$ cat config.mk
export PLATFORM = sky130hd
export DESIGN_NAME = nap_ctrl
export DESIGN_NICKNAME = d
export VERILOG_FILES = /design/src/rtl/nap_pkg.sv /design/src/rtl/nap_evt_hold.sv /design/src/rtl/nap_entry_fsm.sv /design/src/rtl/nap_periph_gate.sv /design/src/rtl/nap_ctrl.sv
export SDC_FILE = /design/constraint.sdc
export NUM_CORES = 1
export LEC_CHECK = 0
export BUFFER_PORTS_ARGS = -buffer_cell sky130_fd_sc_hd__buf_2
export CORE_MARGIN = 2
export CORE_UTILIZATION = 38
export CTS_CLUSTER_DIAMETER = 200
export DETAILED_ROUTE_END_ITERATION = 6
export PLACE_DENSITY = 0.79
export SYNTH_ARGS = -nofsm -noshare
export SYNTH_HDL_FRONTEND = slang
export SYNTH_SLANG_ARGS = --single-unit
$ cat constraint.sdc
create_clock -name clk -period 2.2 [get_ports clk]
set_input_delay 0.33 -clock clk [delete_from_list [all_inputs] [get_ports clk]]
set_output_delay 0.33 -clock clk [all_outputs]
set_load 0.1 [all_outputs]
$ cat src/rtl/nap_pkg.sv
// Package: shared types for the light-sleep controller.
// Assumes: nothing beyond IEEE 1800-2017.
package nap_pkg;

    // Records which source is allowed to end the current sleep episode.
    typedef enum logic {
        WAKE_ON_IRQ = 1'b0,
        WAKE_ON_EVT = 1'b1
    } wake_src_t;

endpackage

$ cat src/rtl/nap_evt_hold.sv
// Module: one-bit event holding register.
// Captures an event seen outside event-wait sleep. A wait-for-event
// request consumes the held bit. An event that ends an event-wait sleep is
// used up by the wake and is not held.
// Assumes: consume_i is only raised for a wait-for-event that is allowed to act.
module nap_evt_hold (
    input  logic clk,
    input  logic rst_n,
    input  logic evt_i,
    input  logic consume_i,
    input  logic evt_sleep_i,
    output logic held_o
);

    logic held_q;

    // Set on a new event, clear on consume or during event-wait sleep.
    always_ff @(posedge clk) begin
        if (!rst_n)
            held_q <= 1'b0;
        else if (consume_i || evt_sleep_i)
            held_q <= 1'b0;
        else if (evt_i)
            held_q <= 1'b1;
    end

    assign held_o = held_q;

    // a consuming request always leaves the held bit clear.
    p_consume_clears_r9: assert property (@(posedge clk) disable iff (!rst_n)
        consume_i |=> !held_q);

endmodule

$ cat src/rtl/nap_entry_fsm.sv
// Module: sleep entry and wake decision.
// Evaluates the three entry paths against the deep-sleep select and the
// pending flags, remembers which source may end the sleep, and registers
// the core clock enable and the status flag.
// Assumes: request strobes are one cycle wide. Requests that arrive while
// asleep are ignored.
module nap_entry_fsm
    import nap_pkg::*;
(
    input  logic clk,
    input  logic rst_n,
    input  logic wfi_req,
    input  logic wfe_req,
    input  logic deep_sel,
    input  logic exit_nap,
    input  logic exc_ret,
    input  logic irq_pend,
    input  logic evt_pend,
    input  logic evt_held,
    output logic consume_o,
    output logic evt_sleep_o,
    output logic sleep_nx_o,
    output logic core_en_o,
    output logic asleep_o
);

    logic      asleep_q;
    logic      core_en_q;
    wake_src_t src_q;
    wake_src_t src_nx;
    logic      awake_ok;
    logic      enter_irq;
    logic      enter_evt;
    logic      wake;
    logic      sleep_nx;

    // Decide entry, wake and the next wake source for this cycle.
    always_comb begin
        awake_ok  = !asleep_q && !deep_sel;
        consume_o = awake_ok && wfe_req;
        enter_irq = awake_ok && !irq_pend && (wfi_req || (exc_ret && exit_nap));
        enter_evt = consume_o && !evt_pend && !evt_held && !enter_irq;
        wake      = asleep_q && ((src_q == WAKE_ON_EVT) ? evt_pend : irq_pend);
        if (asleep_q) begin
            sleep_nx = !wake;
            src_nx   = src_q;
        end else begin
            sleep_nx = enter_irq || enter_evt;
            src_nx   = enter_evt ? WAKE_ON_EVT : WAKE_ON_IRQ;
        end
    end

    // Register sleep state, wake source and the core clock enable.
    always_ff @(posedge clk) begin
        if (!rst_n) begin
            asleep_q  <= 1'b0;
            core_en_q <= 1'b1;
            src_q     <= WAKE_ON_IRQ;
        end else begin
            asleep_q  <= sleep_nx;
            core_en_q <= !sleep_nx;
            src_q     <= src_nx;
        end
    end

    assign evt_sleep_o = asleep_q && (src_q == WAKE_ON_EVT);
    assign sleep_nx_o  = sleep_nx;
    assign core_en_o   = core_en_q;
    assign asleep_o    = asleep_q;

    // the deep-sleep select keeps an awake block awake.
    p_deep_blocks_r6: assert property (@(posedge clk) disable iff (!rst_n)
        (!asleep_q && deep_sel) |=> !asleep_q);
    // a wait-for-interrupt with an interrupt pending does not sleep.
    p_wfi_pending_r1: assert property (@(posedge clk) disable iff (!rst_n)
        (!asleep_q && wfi_req && irq_pend && !wfe_req) |=> !asleep_q);
    // interrupt wakes an interrupt-wait sleep.
    p_wake_irq_r7: assert property (@(posedge clk) disable iff (!rst_n)
        (asleep_q && src_q == WAKE_ON_IRQ && irq_pend) |=> !asleep_q);
    // an event wakes an event-wait sleep, and nothing else does.
    p_wake_evt_r8: assert property (@(posedge clk) disable iff (!rst_n)
        (asleep_q && src_q == WAKE_ON_EVT && evt_pend) |=> !asleep_q);
    p_hold_evt_r8: assert property (@(posedge clk) disable iff (!rst_n)
        (asleep_q && src_q == WAKE_ON_EVT && !evt_pend) |=> asleep_q);
    // the status flag is the complement of the core clock enable.
    p_status_inv_r11: assert property (@(posedge clk) disable iff (!rst_n)
        asleep_q != core_en_q);

endmodule

$ cat src/rtl/nap_periph_gate.sv
// Module: registered per-peripheral clock enables.
// Each bit follows its run-enable while awake. While asleep it also needs
// its nap-enable. The input is the next sleep state, so the gating changes
// on the same edge as the core clock enable.
// Assumes: N_PERIPH >= 1.
module nap_periph_gate #(
    parameter int N_PERIPH = 8
) (
    input  logic                clk,
    input  logic                rst_n,
    input  logic                sleep_nx,
    input  logic [N_PERIPH-1:0] run_en,
    input  logic [N_PERIPH-1:0] nap_en,
    output logic [N_PERIPH-1:0] en_o
);

    for (genvar i = 0; i < N_PERIPH; i++) begin : g_lane
        logic en_q;

        // One enable flop per peripheral; cleared by reset.
        always_ff @(posedge clk) begin
            if (!rst_n)
                en_q <= 1'b0;
            else
                en_q <= run_en[i] && (!sleep_nx || nap_en[i]);
        end

        assign en_o[i] = en_q;

        // a lane without nap-enable is off while asleep.
        p_nap_gate_r4: assert property (@(posedge clk) disable iff (!rst_n)
            (sleep_nx && !nap_en[i]) |=> !en_q);
        // a lane without run-enable is always off.
        p_run_off_r5: assert property (@(posedge clk) disable iff (!rst_n)
            !run_en[i] |=> !en_q);
    end

endmodule

$ cat src/rtl/nap_ctrl.sv
// Module: top of the light-sleep entry and clock gating controller.
// Connects the entry/wake FSM, the event holding register and the
// per-peripheral gate. It adds no logic of its own.
// Assumes: all inputs are synchronous to clk; the reset is synchronous
// and active low.
module nap_ctrl #(
    parameter int N_PERIPH = 8
) (
    input  logic                clk,
    input  logic                rst_n,
    input  logic                wfi_req,
    input  logic                wfe_req,
    input  logic                deep_sel,
    input  logic                exit_nap,
    input  logic                exc_ret,
    input  logic                irq_pend,
    input  logic                evt_pend,
    input  logic [N_PERIPH-1:0] run_en,
    input  logic [N_PERIPH-1:0] nap_en,
    output logic                core_clk_en,
    output logic [N_PERIPH-1:0] periph_clk_en,
    output logic                napping
);

    logic evt_held;
    logic consume;
    logic evt_sleep;
    logic sleep_nx;

    nap_entry_fsm u_fsm (
        .clk        (clk),
        .rst_n      (rst_n),
        .wfi_req    (wfi_req),
        .wfe_req    (wfe_req),
        .deep_sel   (deep_sel),
        .exit_nap   (exit_nap),
        .exc_ret    (exc_ret),
        .irq_pend   (irq_pend),
        .evt_pend   (evt_pend),
        .evt_held   (evt_held),
        .consume_o  (consume),
        .evt_sleep_o(evt_sleep),
        .sleep_nx_o (sleep_nx),
        .core_en_o  (core_clk_en),
        .asleep_o   (napping)
    );

    nap_evt_hold u_hold (
        .clk        (clk),
        .rst_n      (rst_n),
        .evt_i      (evt_pend),
        .consume_i  (consume),
        .evt_sleep_i(evt_sleep),
        .held_o     (evt_held)
    );

    nap_periph_gate #(.N_PERIPH(N_PERIPH)) u_gate (
        .clk     (clk),
        .rst_n   (rst_n),
        .sleep_nx(sleep_nx),
        .run_en  (run_en),
        .nap_en  (nap_en),
        .en_o    (periph_clk_en)
    );

endmodule

---- Word level (Yosys, flattened, before mapping) ----
Cells that the tools add are included.
word-level totals
  word-level logic and storage cells ...... 54
  register bits ........................... 12
cells by class
  bitwise logic cells ..................... 1
  multiplexer cells ....................... 3
  reduce and logical (&&, ||, !) cells .... 38
operators by type and width
  kind                number
  logical AND 1 bit   18
  logical OR 1 bit    11
  logical NOT 1 bit   8
  2-to-1 mux 1 bit    3
  OR reduction 2 bit  1
  inverter 1 bit      1

---- Depth between registers and ports, before layout ----
Gate-level depths: netlist of run 1.
  depth after elaboration ................. 11
  gate-level depth with buffers ........... 4

---- Cells and area by module ----
Synthesis of run 1 repeated with hierarchy kept, for this count alone.
unflattened totals
  cell total of the unflattened synthesis .. 61
  area, all modules ....................... 580.6 sq um
modules (own cells, without submodules)
  module           area an instance (sq um)  cells an instance  sequential area each (sq um)  instances
  nap_periph_gate  369.1                     42                 160.2                         1
  nap_entry_fsm    172.7                     16                 60.1                          1
  nap_evt_hold     38.8                      3                  20.0                          1

---- Least setup slack after synthesis of run 1 ----
Ideal clock, no wire load.
  path type ............................... reg-to-reg
  start point ............................. register u_fsm.asleep_q (netlist: u_fsm.asleep_o)
  end point ............................... register u_fsm.core_en_q (netlist: u_fsm.core_en_o)
  path slack .............................. 0.331 ns
  arrival time ............................ 1.742 ns
  required time ........................... 2.073 ns
  setup time .............................. 0.127 ns
  period minus slack after synthesis ...... 1.869 ns
  cell stages (with the launch flop) ...... 5
  cell sequence ........................... dfxtp_1 inv_1 o311a_1 buf_6 or3_1
on the way
  cells in the longest elaborated chain, start to end .. 9
  elaborated cells on any way between the ends .. 14
  classes of those cells .................. mux (1); reduce/logical (13)
ends and longest elaborated chain
  what                                                    RTL line                                  RTL
  start, declared                                         nap_entry_fsm.sv:27                       logic asleep_q;
  start signal, assigned                                  nap_entry_fsm.sv:60                       asleep_q <= sleep_nx;
  logical NOT 1 bit                                       nap_entry_fsm.sv:39                       awake_ok = !asleep_q && !deep_sel;
  logical AND 1 bit                                       nap_entry_fsm.sv:39
  logical AND 1 bit, on equally long branches             nap_entry_fsm.sv:40, nap_entry_fsm.sv:41
  logical AND 1 bit, on equally long branches             nap_entry_fsm.sv:42, nap_entry_fsm.sv:41
  logical AND 1 bit or logical NOT 1 bit (tied branches)  nap_entry_fsm.sv:42                       enter_evt = consume_o && !evt_pend && !evt_held && !enter_irq;
  logical AND 1 bit                                       nap_entry_fsm.sv:42
  logical OR 1 bit                                        nap_entry_fsm.sv:48                       sleep_nx = enter_irq || enter_evt;
  2-to-1 mux 1 bit (*)                                    nap_entry_fsm.sv:44                       if (asleep_q) begin
  logical NOT 1 bit (*)                                   nap_entry_fsm.sv:61                       core_en_q <= !sleep_nx;
  end signal, assigned                                    nap_entry_fsm.sv:61
  end, declared                                           nap_entry_fsm.sv:28                       logic core_en_q;
Mark *: on every way between the ends. The rest lies on a longest branch, timed or not.
A chain may end at the register's enable or synchronous reset.

---- Worst setup path after layout of run 1 ----
  start point ............................. register u_hold.held_q (netlist: u_hold.held_o)
  end point ............................... register u_gate.g_lane[1].en_q
on the way
  cells in the longest elaborated chain, start to end .. 8
ends and longest elaborated chain
  what                            RTL line               RTL
  start, declared                 nap_evt_hold.sv:15     logic held_q;
  start signal, assigned          nap_evt_hold.sv:20     held_q <= 1'b0;
  start signal, assigned          nap_evt_hold.sv:22     held_q <= 1'b0;
  start signal, assigned          nap_evt_hold.sv:24     held_q <= 1'b1;
  logical NOT 1 bit               nap_entry_fsm.sv:42
  logical AND 1 bit (2 in a row)  nap_entry_fsm.sv:42
  logical OR 1 bit                nap_entry_fsm.sv:48
  2-to-1 mux 1 bit                nap_entry_fsm.sv:44
  logical NOT 1 bit               nap_periph_gate.sv:25  en_q <= run_en[i] && (!sleep_nx || nap_en[i]);
  logical OR 1 bit                nap_periph_gate.sv:25
  logical AND 1 bit               nap_periph_gate.sv:25
  end signal, assigned            nap_periph_gate.sv:25
  end, declared                   nap_periph_gate.sv:18  logic en_q;
No other way between the ends.

==> results of run 1 <==
-- final cells by class --
type                    count  area share (%)
inverters                   2            1.16
clock buffers               4            5.62
well taps                  15            2.91
repair buffers             34            26.4
flip-flops and latches     12            37.2
multi-input cells          21            26.7
-- where the power goes --
| group | total (mW) | internal (mW) | switching (mW) | leakage (nW) |
|---|---|---|---|---|
| registers | 0.237 | 0.232 | 0.00540 | 0.0994 |
| logic | 0.163 | 0.0375 | 0.125 | 0.202 |
| clock network | 0.174 | 0.101 | 0.0737 | 0.0210 |
| total | 0.574 | 0.370 | 0.204 | 0.322 |
-- cells in the final DEF (no fill, tap or decap), drive strengths merged --
cell / Yosys / layout
buf: 10 / 34
dfxtp: 12 / 12
o311a: 9 / 9
clkbuf: 0 / 4
inv: 2 / 2
a21oi: 2 / 2
nor2: 2 / 2
or4b: 1 / 1
mux2i: 1 / 1
or3: 1 / 1
nor3: 1 / 1
nand2: 1 / 1
nor3b: 1 / 1
o211ai: 1 / 1
a2111oi: 1 / 1
-- metrics by stage --
stage	power (mW)	hold slack [ns]	setup WS, ns	std cells
6_report	0.574	0.299	0.622	88
5_1_grt	0.598	0.297	0.568	88
4_1_cts	0.577	0.300	0.620	88
3_5_place_dp	0.406	0.479	0.497	84
3_3_place_gp	0.403	0.477	0.530	84
2_1_floorplan	0.384	0.455	0.331	45
-- final timing paths --
check                                           startpoint                          endpoint  slack, ns
worst max-delay path            u_hold.held_o$_SDFFE_PP0P_  u_gate.g_lane[1].en_q$_SDFF_PN0_       0.62
worst min-delay path                             run_en[5]  u_gate.g_lane[5].en_q$_SDFF_PN0_       0.30
worst max register to register  u_hold.held_o$_SDFFE_PP0P_  u_gate.g_lane[1].en_q$_SDFF_PN0_       0.62
worst min register to register    u_fsm.src_q$_SDFFE_PN0N_          u_fsm.src_q$_SDFFE_PN0N_       0.50
-- routing by layer --
metal / track usage (%) / wire (um) / vias to the layer above
li1: - / - / 220
met1: 17.1 / 391 / 203
met2: 29.0 / 605 / 18
met3: 1.67 / 64 / 4
met4: 10.0 / 27 / 0
met5: 0 / 0 / -
-- sequential cells by signal (all words and copies together) (netlist names) --
name,count
u_gate.g_lane.en_q,8
u_fsm.asleep_o,1
u_fsm.core_en_o,1
u_fsm.src_q,1
u_hold.held_o,1
-- cell families after synthesis --
kind of cell           after synthesis  share of synthesized area (%)
multiplexers                         1                           1.99
AND/OR/NAND/NOR                      7                           8.46
buffers and inverters               12                           17.9
flip-flops                          12                           47.8
AO/OA/AOI/OAI                       13                           23.9
==> results.toml, run 1 <==
[critical_path]
cp_top_family = "compound AO/OA/AOI/OAI gates"
cpMaxStageDelayCell = "or4b_1"
cp_max_fo = 10
worst-path-stages = 3
critPathMaxStageDelay_ns = 0.51
cp_num_buf_inv = 0
cp_common_cell = "o311a_1"
path_class = "flip-flop to flip-flop"
end_kind = "flip-flop"
reg2reg_depth = 3
crit_path_start_kind = "flip-flop"
crit_required_ns = 2.36
arrival_ns = 1.73
cp_cell_sequence = "or4b_1 -> o311a_1 -> o311a_1"

[clock_network]
cts_setup_buffers = 0
htreeDepth = 1
cts_sinks = 12
cts_hold_buf = 0
ctsResizeCount = 0
clock_latency_ns = 0.27
clock_path_buffers = 2
root_buffer = "clkbuf_4"
numCtsBuffers = 3
cts_tree = "yes"
clkTransAtPathRegs_ns = 0.08

[floorplanning]
die_w_um = 40.4
coreArea_um2 = 1270
pin_count = 35
fp.dieH_um = 40.4
start_util_pct = 39.6
dieArea_um2 = 1630
rows = 13

[synthesis]
yosys.area.top_type = "dfxtp_1"
synth_area_leaders = "dfxtp_1 48%, o311a_1 18%, buf_4 12%"
ys_top_cells_by_count = "12 x dfxtp_1, 9 x o311a_1, 8 x buf_4"
synth_cells = 45
synth_fp_nets = 70
synthArstFlopShare_pct = 0
synth.most_common_cell = "dfxtp_1"
yosys_warnings = 0
synth_edf_count = 0
ys_ff_latch = 12
synth-main-ff-cell = "dfxtp_1"
ys_types = 17
syn_avg_cell_area_um2 = 11.2
yosysSeqAreaShare_pct = 47.8
netlist_area_um2 = 503
synth_top_cell_area_share_pct = 47.8

[final_layout]
drive_gt1_share_pct = 54.8
area_growth_pct = 28.4
post-route-util_pct = 50.9
ff_latch_area_um2 = 240
fillers = 125
final_nets = 99
diodes = 0
final_design_area_no_fill_um2 = 646
multi_input_area_um2 = 173

[flow_run]
cap_violations = 0

[place]
io_buffers = 34
gp_congestion = 0.713
post_dp_cell_area_um2 = 609
dpl.hpwl_um = 859

[timing]
finalHoldViolations = 0
drv_slew = 0
post-route-min-period_ns = 1.58
maxSlewHeadroom_pct = 67.6
setup_viol = 0
finClkSkew_ns = 0.00284
worst_slew_pin_slew_ns = 0.489
fin_crit_sh_pct = 71.7
fmax_ghz = 0.634
tns_ns = 0
rsz0062_at_grt = "false"

[grt]
grt_pass1_wl_mm = 1.64
grt_pass1_vias = 391
grt_remaining_overflow = 0
antenna_found_initial = 0
grt_start_max_net_pins = 11
grtUsageTotal_pct = 15.9

[detailed_routing]
routed_wirelength_mm = 1.09
vias = 445
first_pass_iters = 4
vias_per_cell = 5.06
drc = 0
drt-wirelength-per-cell_um = 12.4
drtIter0Drc = 5
ant_nets = 0

[power]
max-vdd-ir-drop_uv = 371
powerDensity_nw_per_um2 = 889
power.leakage_nw = 0.322

[min_path]
hold_path_class = "input port to flip-flop"
hold_depth = 2

[status]
status = "completed"
Note: power is estimated with default switching activity, not from simulation.
==> run 2, diff against run 1 <==
- ABC_AREA: default -> 1
- CORE_UTILIZATION: 38 -> 35
- PLACE_DENSITY: 0.79 -> 0.75
- clock period: 2.2 -> 1.29 ns (I/O delays scaled with it)
==> results.toml, run 2 <==
[grt]
grtUsageTotal_pct = 12.5
antenna_found_initial = 0
grt_remaining_overflow = 0
grt_pass1_vias = 452
grt_start_max_net_pins = 12
grt_pass1_wl_mm = 1.71

[final_layout]
largest_register_ff_count = 8
drive_gt1_share_pct = 47.4
layout_commonest_cell = "buf_2"
final_cell_mix = "33 x buf_2, 15 x nand2_1, 12 x inv_1, 11 x dfxtp_1, 8 x a21oi_1"
diodes = 0
post-route-util_pct = 48.4
top_register = "u_gate.g_lane.en_q"
final_nets = 121
fillers = 157
final_cells = 111
area_growth_pct = 33.3

[floorplanning]
pin_count = 35
coreArea_um2 = 1470
die_w_um = 43.1
start_util_pct = 36.3
rows = 14
dieArea_um2 = 1860
fp.dieH_um = 43.1

[power]
powerDensity_nw_per_um2 = 1380
max-vdd-ir-drop_uv = 609
p_switching_uw = 346
seqPwrFrac_pct = 41.2
p_comb_share_pct = 28.0
p_clk_share_pct = 30.7
internal_power_uw = 634
power.leakage_nw = 0.418
swShare_pct = 35.3

[synthesis]
synth_area_leaders = "dfxtp_1 45%, buf_4 11%, nand2_1 11%"
synth_fp_nets = 91
synth.most_common_cell = "nand2_1"
yosys_warnings = 0
synthArstFlopShare_pct = 0
ys_ff_latch = 12
synth-main-ff-cell = "dfxtp_1"
yosys.area.top_type = "dfxtp_1"
syn_avg_cell_area_um2 = 8.09
synth_edf_count = 0
synth_cells = 66
ys_top_cells_by_count = "15 x nand2_1, 12 x dfxtp_1, 12 x inv_1"
yosysSeqAreaShare_pct = 45.0
netlist_area_um2 = 534
ys_types = 15
synth_top_cell_area_share_pct = 45.0

[detailed_routing]
drtIter0Drc = 7
drc = 0
ant_nets = 0
routed_wirelength_um = 997
drt-wirelength-per-cell_um = 8.98
first_pass_iters = 2
vias_per_cell = 4.23
vias = 469

[timing]
post-route-min-period_ns = 1.20
fmax_ghz = 0.831
maxSlewHeadroom_pct = 67.7
finClkSkew_ns = 0.00359
setup_viol = 0
drv_slew = 0
fin_crit_sh_pct = 93.3
rsz0062_at_grt = "false"
worst_slew_pin_slew_ns = 0.487
tns_ns = 0
finalHoldViolations = 0

[clock_network]
cts_sinks = 12
cts_hold_buf = 0
clkTransAtPathRegs_ns = 0.08
numCtsBuffers = 3
htreeDepth = 1
cts_tree = "yes"
cts_setup_buffers = 0
clock_path_buffers = 2
root_buffer = "clkbuf_4"
clock_latency_ns = 0.27
ctsResizeCount = 0

[place]
dp.cells = 107
dpl.hpwl_um = 811
io_buffers = 34
gp_congestion = 0.682

[flow_run]
cap_violations = 0

[min_path]
hold_path_class = "input port to flip-flop"
hold_start = "wfe_req"

[critical_path]
arrival_ns = 1.01
timing.rr.start = "u_fsm.asleep_o$_SDFF_PN0_"
critPathMaxStageDelay_ns = 0.42
cpMaxStageDelayCell = "buf_2"
crit_path_start = "u_fsm.core_en_o$_SDFF_PN1_"
cp_max_fo = 1
cp_top_family = "buffers and inverters"
crit_path_start_kind = "flip-flop"
path_class = "flip-flop to output pin"
crit_required_ns = 1.10
end_kind = "output pin"
cp_cell_sequence = "buf_2"
cp_num_buf_inv = 1

[status]
status = "completed"
run 2: cell types whose count changed after synthesis, moves of 2 or more:
| cell | before | now |
|---|---|---|
| a21oi_1 | 1 | 8 |
| buf_6 | 2 | 0 |
| inv_1 | 2 | 12 |
| nand2_1 | 1 | 15 |
| nand3_2 | 0 | 2 |
| o311a_1 | 9 | 0 |
run 2: final timing paths:
check                                                   endpoint  slack, ns  depth (start not counted)
worst max-delay path                                 core_clk_en       0.09                          1
worst min-delay path                  u_hold.held_o$_SDFFE_PP0P_       0.12                          2
worst max register to register  u_gate.g_lane[0].en_q$_SDFF_PN0_       0.34                          4
worst min register to register          u_fsm.src_q$_SDFFE_PN0N_       0.53                          2
run 2: area by class of cell:
type                    count  area [um2]  area share (%)
repair buffers             34         185            26.0
flip-flops and latches     12         241            33.9
multi-input cells          32         180            25.3
well taps                  16        20.0            2.81
inverters                  13        48.8            6.85
clock buffers               4        36.3            5.10
run 2: per-layer routing:
layer | vias up | GRT usage (%) | wire length [um] | share of wire (%)
met1 | 196 | 14.8 | 382 | 38
met5 | - | 0 | 0 | 0
li1 | 251 | - | - | -
met2 | 20 | 20.0 | 505 | 51
met4 | 0 | 9.09 | 17 | 1.7
met3 | 2 | 2.13 | 93 | 9.3
run 2: power groups by stage:
stage	registers, mW	clock network, mW	logic (mW)
after detailed placement	0.412	0	0.278
after floorplan	0.444	0	0.196
after global routing	0.407	0.329	0.292
final	0.404	0.301	0.275
after global placement	0.413	0	0.275
after CTS	0.404	0.311	0.278
run 2: per-stage QoR:
| stage | hold WS [ns] | setup slack [ns] | power, mW | area, um2 |
|---|---|---|---|---|
| after floorplan | 0.289 | 0.0312 | 0.640 | 536 |
| after global placement | 0.409 | 0.366 | 0.688 | 676 |
| after detailed placement | 0.418 | 0.338 | 0.690 | 676 |
| after CTS | 0.119 | 0.0785 | 0.993 | 712 |
| after global routing | 0.116 | 0.0436 | 1.03 | 712 |
| final | 0.121 | 0.0865 | 0.980 | 712 |
run 2: kinds of logic (layout without fill, tap and decap cells):
kind of cell / count (synthesis) / count (layout) / synth area share (%)
compound gates: 10 / 10 / 10.3
buf+inv: 22 / 51 / 21.3
flops: 12 / 12 / 45.0
simple gates: 22 / 22 / 23.4
